<file path="config.mk">
export PLATFORM = sky130hd
export DESIGN_NAME = adapter_rst_seq
export DESIGN_NICKNAME = d
export VERILOG_FILES = /design/src/rtl/rstseq_pkg.sv /design/src/rtl/rstseq_timer.sv /design/src/rtl/rstseq_fsm.sv /design/src/rtl/rstseq_regs.sv /design/src/rtl/adapter_rst_seq.sv
export SDC_FILE = /design/constraint.sdc
export NUM_CORES = 1
export LEC_CHECK = 0
export BUFFER_PORTS_ARGS = -buffer_cell sky130_fd_sc_hd__buf_2
export CORE_MARGIN = 4
export CORE_UTILIZATION = 42
export DETAILED_ROUTE_END_ITERATION = 10
export PLACE_DENSITY = 0.62
export SYNTH_ARGS = -nofsm -noshare
export SYNTH_HDL_FRONTEND = slang
export SYNTH_SLANG_ARGS = --single-unit
</file>
<file path="constraint.sdc">
create_clock -name clk -period 4.49 [get_ports clk]
set_clock_uncertainty 0.15 [all_clocks]
set_input_delay 0.449 -clock clk [delete_from_list [all_inputs] [get_ports clk]]
set_output_delay 0.449 -clock clk [all_outputs]
set_load 0.1 [all_outputs]
</file>
<file path="src/rtl/rstseq_pkg.sv">
package rstseq_pkg;

  typedef enum logic [2:0] {
    OP_NONE,
    OP_CORE_ON,
    OP_ALL_OFF,
    OP_HOST_ON,
    OP_FIFO_ON,
    OP_IRQ_ON,
    OP_THRESH,
    OP_CLEAR
  } wr_op_e;

  typedef enum logic [3:0] {
    ST_IDLE,
    ST_O_CORE,
    ST_O_ALL,
    ST_O_HOLD,
    ST_O_HOST,
    ST_O_FIFO,
    ST_O_IRQ,
    ST_O_THR,
    ST_CLOSE,
    ST_E_CORE,
    ST_E_HOLD
  } seq_st_e;

  typedef struct packed {
    logic core_n;
    logic host_n;
    logic fifo_n;
    logic sys_ie;
    logic err_ie;
  } ctrl_t;

endpackage

</file>
<file path="src/rtl/rstseq_timer.sv">
module rstseq_timer #(
  parameter int UNIT_CYCLES = 4,
  parameter int HOLD_UNITS  = 100
) (
  input  logic clk,
  input  logic rst,
  input  logic start,
  output logic expired
);
  localparam int PRE_W  = (UNIT_CYCLES > 1) ? $clog2(UNIT_CYCLES) : 1;
  localparam int UNIT_W = (HOLD_UNITS > 1) ? $clog2(HOLD_UNITS) : 1;
  localparam logic [PRE_W-1:0]  LAST_PRE  = PRE_W'(UNIT_CYCLES - 1);
  localparam logic [UNIT_W-1:0] LAST_UNIT = UNIT_W'(HOLD_UNITS - 1);

  logic              running;
  logic [PRE_W-1:0]  pre_cnt;
  logic [UNIT_W-1:0] unit_cnt;

  always_ff @(posedge clk) begin
    if (rst) begin
      running  <= 1'b0;
      pre_cnt  <= '0;
      unit_cnt <= '0;
      expired  <= 1'b0;
    end else begin
      expired <= 1'b0;
      if (start) begin
        running  <= 1'b1;
        pre_cnt  <= '0;
        unit_cnt <= '0;
      end else if (running) begin
        if (pre_cnt == LAST_PRE) begin
          pre_cnt <= '0;
          if (unit_cnt == LAST_UNIT) begin
            running <= 1'b0;
            expired <= 1'b1;
          end else begin
            unit_cnt <= unit_cnt + 1'b1;
          end
        end else begin
          pre_cnt <= pre_cnt + 1'b1;
        end
      end
    end
  end
endmodule

</file>
<file path="src/rtl/rstseq_fsm.sv">
module rstseq_fsm
  import rstseq_pkg::*;
(
  input  logic   clk,
  input  logic   rst,
  input  logic   open_req,
  input  logic   close_req,
  input  logic   enable_req,
  input  logic   tmr_expired,
  output wr_op_e wr_op,
  output logic   tmr_start,
  output logic   done
);
  seq_st_e st, st_nxt;
  logic    fin;

  always_comb begin
    st_nxt    = st;
    wr_op     = OP_NONE;
    tmr_start = 1'b0;
    fin       = 1'b0;
    case (st)
      ST_IDLE: begin
        if (close_req)       st_nxt = ST_CLOSE;
        else if (open_req)   st_nxt = ST_O_CORE;
        else if (enable_req) st_nxt = ST_E_CORE;
      end
      ST_O_CORE: begin
        wr_op  = OP_CORE_ON;
        st_nxt = ST_O_ALL;
      end
      ST_O_ALL: begin
        wr_op     = OP_ALL_OFF;
        tmr_start = 1'b1;
        st_nxt    = ST_O_HOLD;
      end
      ST_O_HOLD: begin
        if (tmr_expired) begin
          wr_op  = OP_CORE_ON;
          st_nxt = ST_O_HOST;
        end
      end
      ST_O_HOST: begin
        wr_op  = OP_HOST_ON;
        st_nxt = ST_O_FIFO;
      end
      ST_O_FIFO: begin
        wr_op  = OP_FIFO_ON;
        st_nxt = ST_O_IRQ;
      end
      ST_O_IRQ: begin
        wr_op  = OP_IRQ_ON;
        st_nxt = ST_O_THR;
      end
      ST_O_THR: begin
        wr_op  = OP_THRESH;
        fin    = 1'b1;
        st_nxt = ST_IDLE;
      end
      ST_CLOSE: begin
        wr_op  = OP_CLEAR;
        fin    = 1'b1;
        st_nxt = ST_IDLE;
      end
      ST_E_CORE: begin
        wr_op     = OP_CORE_ON;
        tmr_start = 1'b1;
        st_nxt    = ST_E_HOLD;
      end
      ST_E_HOLD: begin
        if (tmr_expired) begin
          fin    = 1'b1;
          st_nxt = ST_IDLE;
        end
      end
      default: st_nxt = ST_IDLE;
    endcase
  end

  always_ff @(posedge clk) begin
    if (rst) begin
      st   <= ST_IDLE;
      done <= 1'b0;
    end else begin
      st   <= st_nxt;
      done <= fin;
    end
  end
endmodule

</file>
<file path="src/rtl/rstseq_regs.sv">
module rstseq_regs
  import rstseq_pkg::*;
#(
  parameter int THRESH_W   = 8,
  parameter int THRESH_VAL = 30
) (
  input  logic                clk,
  input  logic                rst,
  input  wr_op_e              wr_op,
  output ctrl_t               ctrl,
  output logic [THRESH_W-1:0] thresh
);
  localparam logic [THRESH_W-1:0] THR_LOAD = THRESH_W'(THRESH_VAL);

  always_ff @(posedge clk) begin
    if (rst) begin
      ctrl   <= '0;
      thresh <= '0;
    end else begin
      case (wr_op)
        OP_CORE_ON: ctrl.core_n <= 1'b1;
        OP_ALL_OFF: begin
          ctrl.core_n <= 1'b0;
          ctrl.host_n <= 1'b0;
          ctrl.fifo_n <= 1'b0;
        end
        OP_HOST_ON: ctrl.host_n <= 1'b1;
        OP_FIFO_ON: ctrl.fifo_n <= 1'b1;
        OP_IRQ_ON: begin
          ctrl.sys_ie <= 1'b1;
          ctrl.err_ie <= 1'b1;
        end
        OP_THRESH: thresh <= THR_LOAD;
        OP_CLEAR: begin
          ctrl   <= '0;
          thresh <= '0;
        end
        default: ;
      endcase
    end
  end
endmodule

</file>
<file path="src/rtl/adapter_rst_seq.sv">
module adapter_rst_seq
  import rstseq_pkg::*;
#(
  parameter int UNIT_CYCLES = 4,
  parameter int HOLD_UNITS  = 100,
  parameter int THRESH_W    = 8,
  parameter int THRESH_VAL  = 30
) (
  input  logic                clk,
  input  logic                rst,
  input  logic                open_req,
  input  logic                close_req,
  input  logic                enable_req,
  output logic                core_rst_n,
  output logic                host_rst_n,
  output logic                fifo_rst_n,
  output logic                sys_irq_en,
  output logic                err_irq_en,
  output logic [THRESH_W-1:0] fifo_thresh,
  output logic                done
);
  wr_op_e wr_op;
  logic   tmr_start;
  logic   tmr_expired;
  ctrl_t  ctrl;

  rstseq_fsm u_fsm (
    .clk         (clk),
    .rst         (rst),
    .open_req    (open_req),
    .close_req   (close_req),
    .enable_req  (enable_req),
    .tmr_expired (tmr_expired),
    .wr_op       (wr_op),
    .tmr_start   (tmr_start),
    .done        (done)
  );

  rstseq_timer #(
    .UNIT_CYCLES (UNIT_CYCLES),
    .HOLD_UNITS  (HOLD_UNITS)
  ) u_tmr (
    .clk     (clk),
    .rst     (rst),
    .start   (tmr_start),
    .expired (tmr_expired)
  );

  rstseq_regs #(
    .THRESH_W   (THRESH_W),
    .THRESH_VAL (THRESH_VAL)
  ) u_regs (
    .clk    (clk),
    .rst    (rst),
    .wr_op  (wr_op),
    .ctrl   (ctrl),
    .thresh (fifo_thresh)
  );

  assign core_rst_n = ctrl.core_n;
  assign host_rst_n = ctrl.host_n;
  assign fifo_rst_n = ctrl.fifo_n;
  assign sys_irq_en = ctrl.sys_ie;
  assign err_irq_en = ctrl.err_ie;
endmodule

</file>
# Word-level counts from Yosys, hierarchy flattened
# Cells that the tools add are included.
[classes]
n_eq_ne = 22
addsub = 2
n_bitwise = 3
n_reduce_logical = 14
mux = 22
[ops]
columns = ["cell", "count"]
rows = [
  ["case mux 4 bit (9 select lines)", 1],
  ["case mux 3 bit (8 select lines)", 1],
  ["two-way mux 4 bit", 5],
  ["equality test 4 x 3 -> 1 bit, second input constant", 4],
  ["case mux 8 bit (2 select lines)", 1],
  ["equality test 3 bit, second input constant", 4],
  ["equality test 4 bit, second input constant", 3],
  ["nonzero test 2 bit", 5],
  ["OR reduction 2 bit", 5],
  ["equality test 4 x 2 -> 1 bit, second input constant", 2],
  ["two-way mux 1 bit", 8],
  ["case mux 1 bit (2 select lines)", 4],
  ["adder 7 x 1 -> 7 bit, second input constant", 1],
  ["equality test 7 bit, second input constant", 1],
  ["equality test 3 x 2 -> 1 bit, second input constant", 2],
  ["AND reduction 3 bit", 2],
  ["equality test 4 x 1 -> 1 bit, second input constant", 1],
  ["logical NOT 4 bit", 1],
  ["!= test 2 x 1 -> 1 bit, second input constant", 2],
  ["!= test 4 bit, second input constant", 1],
  ["case mux 2 bit (2 select lines)", 1],
  ["OR reduction 4 bit", 1],
  ["equality test 3 x 1 -> 1 bit, second input constant", 1],
  ["inverter 1 bit", 3],
  ["3 further kinds", 3],
]
[word_totals]
out_inout_bits = 14
inputBits = 5
reg_bits = 29
elab_cells = 75

# Longest topological paths before layout
[depth]
ltp_word = 6
depth_mapped = 5
depth_no_buf = 4

# Modules after synthesis
# From an unflattened synthesis, not the netlist that was laid out.
[unflattened]
cells_unflattened = 144
hier_area_um2 = 1188.6
[by_module_without_submodules]
columns = ["module", "n_inst", "area_per_inst_um2", "cells_each", "seq_area_each_um2"]
rows = [
  ["rstseq_timer", 1, 506.7, 58, 220.2],
  ["rstseq_fsm", 1, 430.4, 55, 100.1],
  ["rstseq_regs", 1, 251.5, 31, 100.1],
]

# Worst setup path after synthesis
# No wires, ideal clock.
[synth_path]
kind = "register to output"
from = "reg u_regs.thresh[3] (netlist name)"
to = "out fifo_thresh[2]"
path_buffers = 1
setup_slack_ns = 2.464
t_arrival_ns = 1.427
stages_incl_launch_ff = 2
cell_sequence = "dfxtp_1 buf_4"
[synth_lines]
columns = ["element", "line", "source"]
rows = [
  ["end, declared", "adapter_rst_seq.sv:19", "output logic [THRESH_W-1:0] fifo_thresh,"],
]

==> impl_metrics.ini <==
[finish]
fill_cells = 253
nNetsFinal = 153
drive_above_1_share_pct = 23.4
n_antenna_cell = 0
fin_cells = 176
fin_util_pct = 45.8
finish.instance_area_sq_mm = 0.00126
areaGrowthSynthToFinish_pct = 3.49

[placement]
place_hpwl_mm = 1.60
gp_congestion = 0.739
placed_area_sq_mm = 0.00123
place_ws_ns = 2.76
portBuffers = 14
dp_cells = 172

[sta]
slew_headroom_pct = 59.8
setup_viol = 0
fin_crit_sh_pct = 39.8
tns_ns = 0
tightest_slew_ns = 0.602
rsz0062_at_grt = false
min_period_ns = 1.78
hold_viol_final = 0
fin_ws_ns = 2.71
max_freq_ghz = 0.560
timing.final.max_slew_violations = 0

[cts]
clock-root-buffer = clkbuf_4
clock_sinks = 21
cts_buffer_depth = 2
clock_latency_ns = 0.31
htreeDepth = 1
cts-buffers-inserted = 3
tritoncts = built
cts_setup_buffers = 0
clk_pin_slew_worst_paths_ns = 0.13
cts_resized = 0
hold_buffers = 0

[synth]
syn_area_sq_mm = 0.00122
synth_top_area_share_pct = 34.5
synth_ff_type = dfxtp_1
syn-instance-count = 140
synth_area_leaders = dfxtp_1 34%, buf_4 4.9%, a21oi_2 3.6%, a21oi_1 3.3%, o21ai_0 3.3%
yosysMostFrequentCell = dfxtp_1
synth_edf_count = 0
async_reset_ff_share_pct = 0
syn_avg_cell_area_sq_um = 8.71
synth_commonest_cells = 21 x dfxtp_1, 9 x nand2_1, 8 x a21oi_1, 8 x buf_4, 8 x o21ai_0
yosys.area.top_type = dfxtp_1
ys_types = 46
ys_seq_area_share_pct = 34.5
synth-seq-cells = 21
yosys_warnings = 0

[worst_setup_path]
r2r_setup_slack_ns = 2.73
r2r_cells = 3
critPathRequiredTime_ns = 3.89
max_stage_delay_ns = 0.45
arrival_ns = 1.19
crit_type = reg2out
start_kind = register
cp_max_fo = 6
cpMaxStageDelayCell = buf_2
crit_path_end_kind = output pin
cp_top_family = buffers and inverters
timing.rr.end = u_tmr.expired
r2r_start = u_fsm.st[2]
path_buf_inv = 1
path_cells = buf_2

[global_routing]
grt_max_degree = 21
antenna_found_initial = 0
grt.overflow.total = 0
grt_use_total_pct = 13.6
grt_first_pass_wirelength_mm = 3.96
grt_pass1_vias = 887

[floorplan]
die_height_microns = 61.9
io-pin-count = 19
core_sq_mm = 0.00276
die_area_sq_mm = 0.00383
initial_core_util_pct = 44.2
die_x_microns = 61.9
std_cell_rows = 19

[route]
dr.pass1.iters = 6
viasPerCell = 5.64
routedWlPerCell_microns = 13.1
dr.first_iter.drc_count = 18
vias = 992
routed_wl_mm = 2.31
drt_drc_violations_left = 0
ant_nets = 0

[power]
ir_drop_uv = 270
p_leak_uw = 0.000465
p_per_area_mw_per_mm2 = 351

[min_path]
holdPathEnd = u_regs.thresh[3]
min_path_cells = 2
worstHoldStart = rst
hp-class = in2reg

[flow_run]
drv_cap = 0

[run_status]
status = finished, final reports clean
how the worst max path moves through the flow:
stage,start,to,depth (start not counted)
after floorplan,u_regs.thresh[3],fifo_thresh[2],1
after global placement,u_fsm.st[2],u_tmr.expired,3
after detailed placement,u_fsm.st[2],u_tmr.expired,3
after CTS,u_regs.thresh[3],fifo_thresh[1],1
after global routing,u_fsm.st[2],u_tmr.expired,3
final,u_regs.thresh[3],fifo_thresh[4],1
layer usage:
layer / global-route usage [%] / vias up / routed length (microns)
met5: 0 / - / 0
met4: 6.97 / 0 / 18
met3: 3.10 / 2 / 129
met2: 18.5 / 22 / 1030
met1: 19.9 / 451 / 1130
li1: - / 517 / -
cell type report:
type,count,area (sq um),share of cell area [%]
Tap cell,31,38.8,3.07
Clock buffer,3,22.5,1.78
Timing Repair Buffer,14,70.1,5.55
Sequential cell,21,420,33.3
Clock inverter,1,5.00,0.396
Multi-Input combinational cell,104,698,55.3
Inverter,2,7.51,0.595
through the flow:
step	hold WS, ns	power (uW)
global placement	0.315	351
global route	0.322	471
finish	0.319	443
detailed placement	0.329	355
CTS	0.312	449
floorplan	0.323	344
layout by cell type, fill, tap and decap left out, types with 2 or more instances in the layout:
| cell type | instances |
|---|---|
| or4b_4 | 2 |
| nor2b_1 | 5 |
| o21ai_0 | 8 |
| nand2_1 | 9 |
| clkbuf_4 | 3 |
| a21oi_1 | 8 |
| o21ai_1 | 7 |
| conb_1 | 4 |
| buf_2 | 14 |
| nand3_1 | 6 |
| dfxtp_1 | 21 |
| a31oi_1 | 5 |
| a21oi_2 | 5 |
| nand4_1 | 3 |
| and3b_1 | 2 |
| nor2_1 | 6 |
| mux2i_1 | 2 |
| a211oi_1 | 2 |
| ha_1 | 2 |
| or3_1 | 5 |
| nor2_2 | 2 |
kinds of logic (layout without fill, tap and decap cells):
| logic type | Yosys count | count (layout) | share of synthesized area (%) |
|---|---|---|---|
| adder cells (fa/ha/maj) | 2 | 2 | 2.05 |
| AO/OA/AOI/OAI | 44 | 44 | 23.9 |
| flip-flops | 21 | 21 | 34.5 |
| other | 1 | 4 | 0.307 |
| buffers and inverters | 18 | 20 | 9.23 |
| AND/OR/NAND/NOR | 50 | 50 | 27.0 |
| XOR/XNOR | 2 | 2 | 1.44 |
| multiplexers | 2 | 2 | 1.64 |
flip-flops by register name, indices dropped and copies added, names as in the netlist:
signal and flops:
u_fsm.done 1, u_tmr.unit_cnt 7, u_fsm.st 4, u_tmr.running 1, u_regs.ctrl 4, u_regs.thresh 1, u_tmr.pre_cnt 2, u_tmr.expired 1
power by group:
part           total, uW  switching [uW]  leakage (uW)  internal [uW]
clock network       92.6            59.3     0.0000177           33.2
registers            232            32.4      0.000170            200
logic                119            79.0      0.000277           39.5
total                443             171      0.000465            272
(Power assumes the default switching activity.)
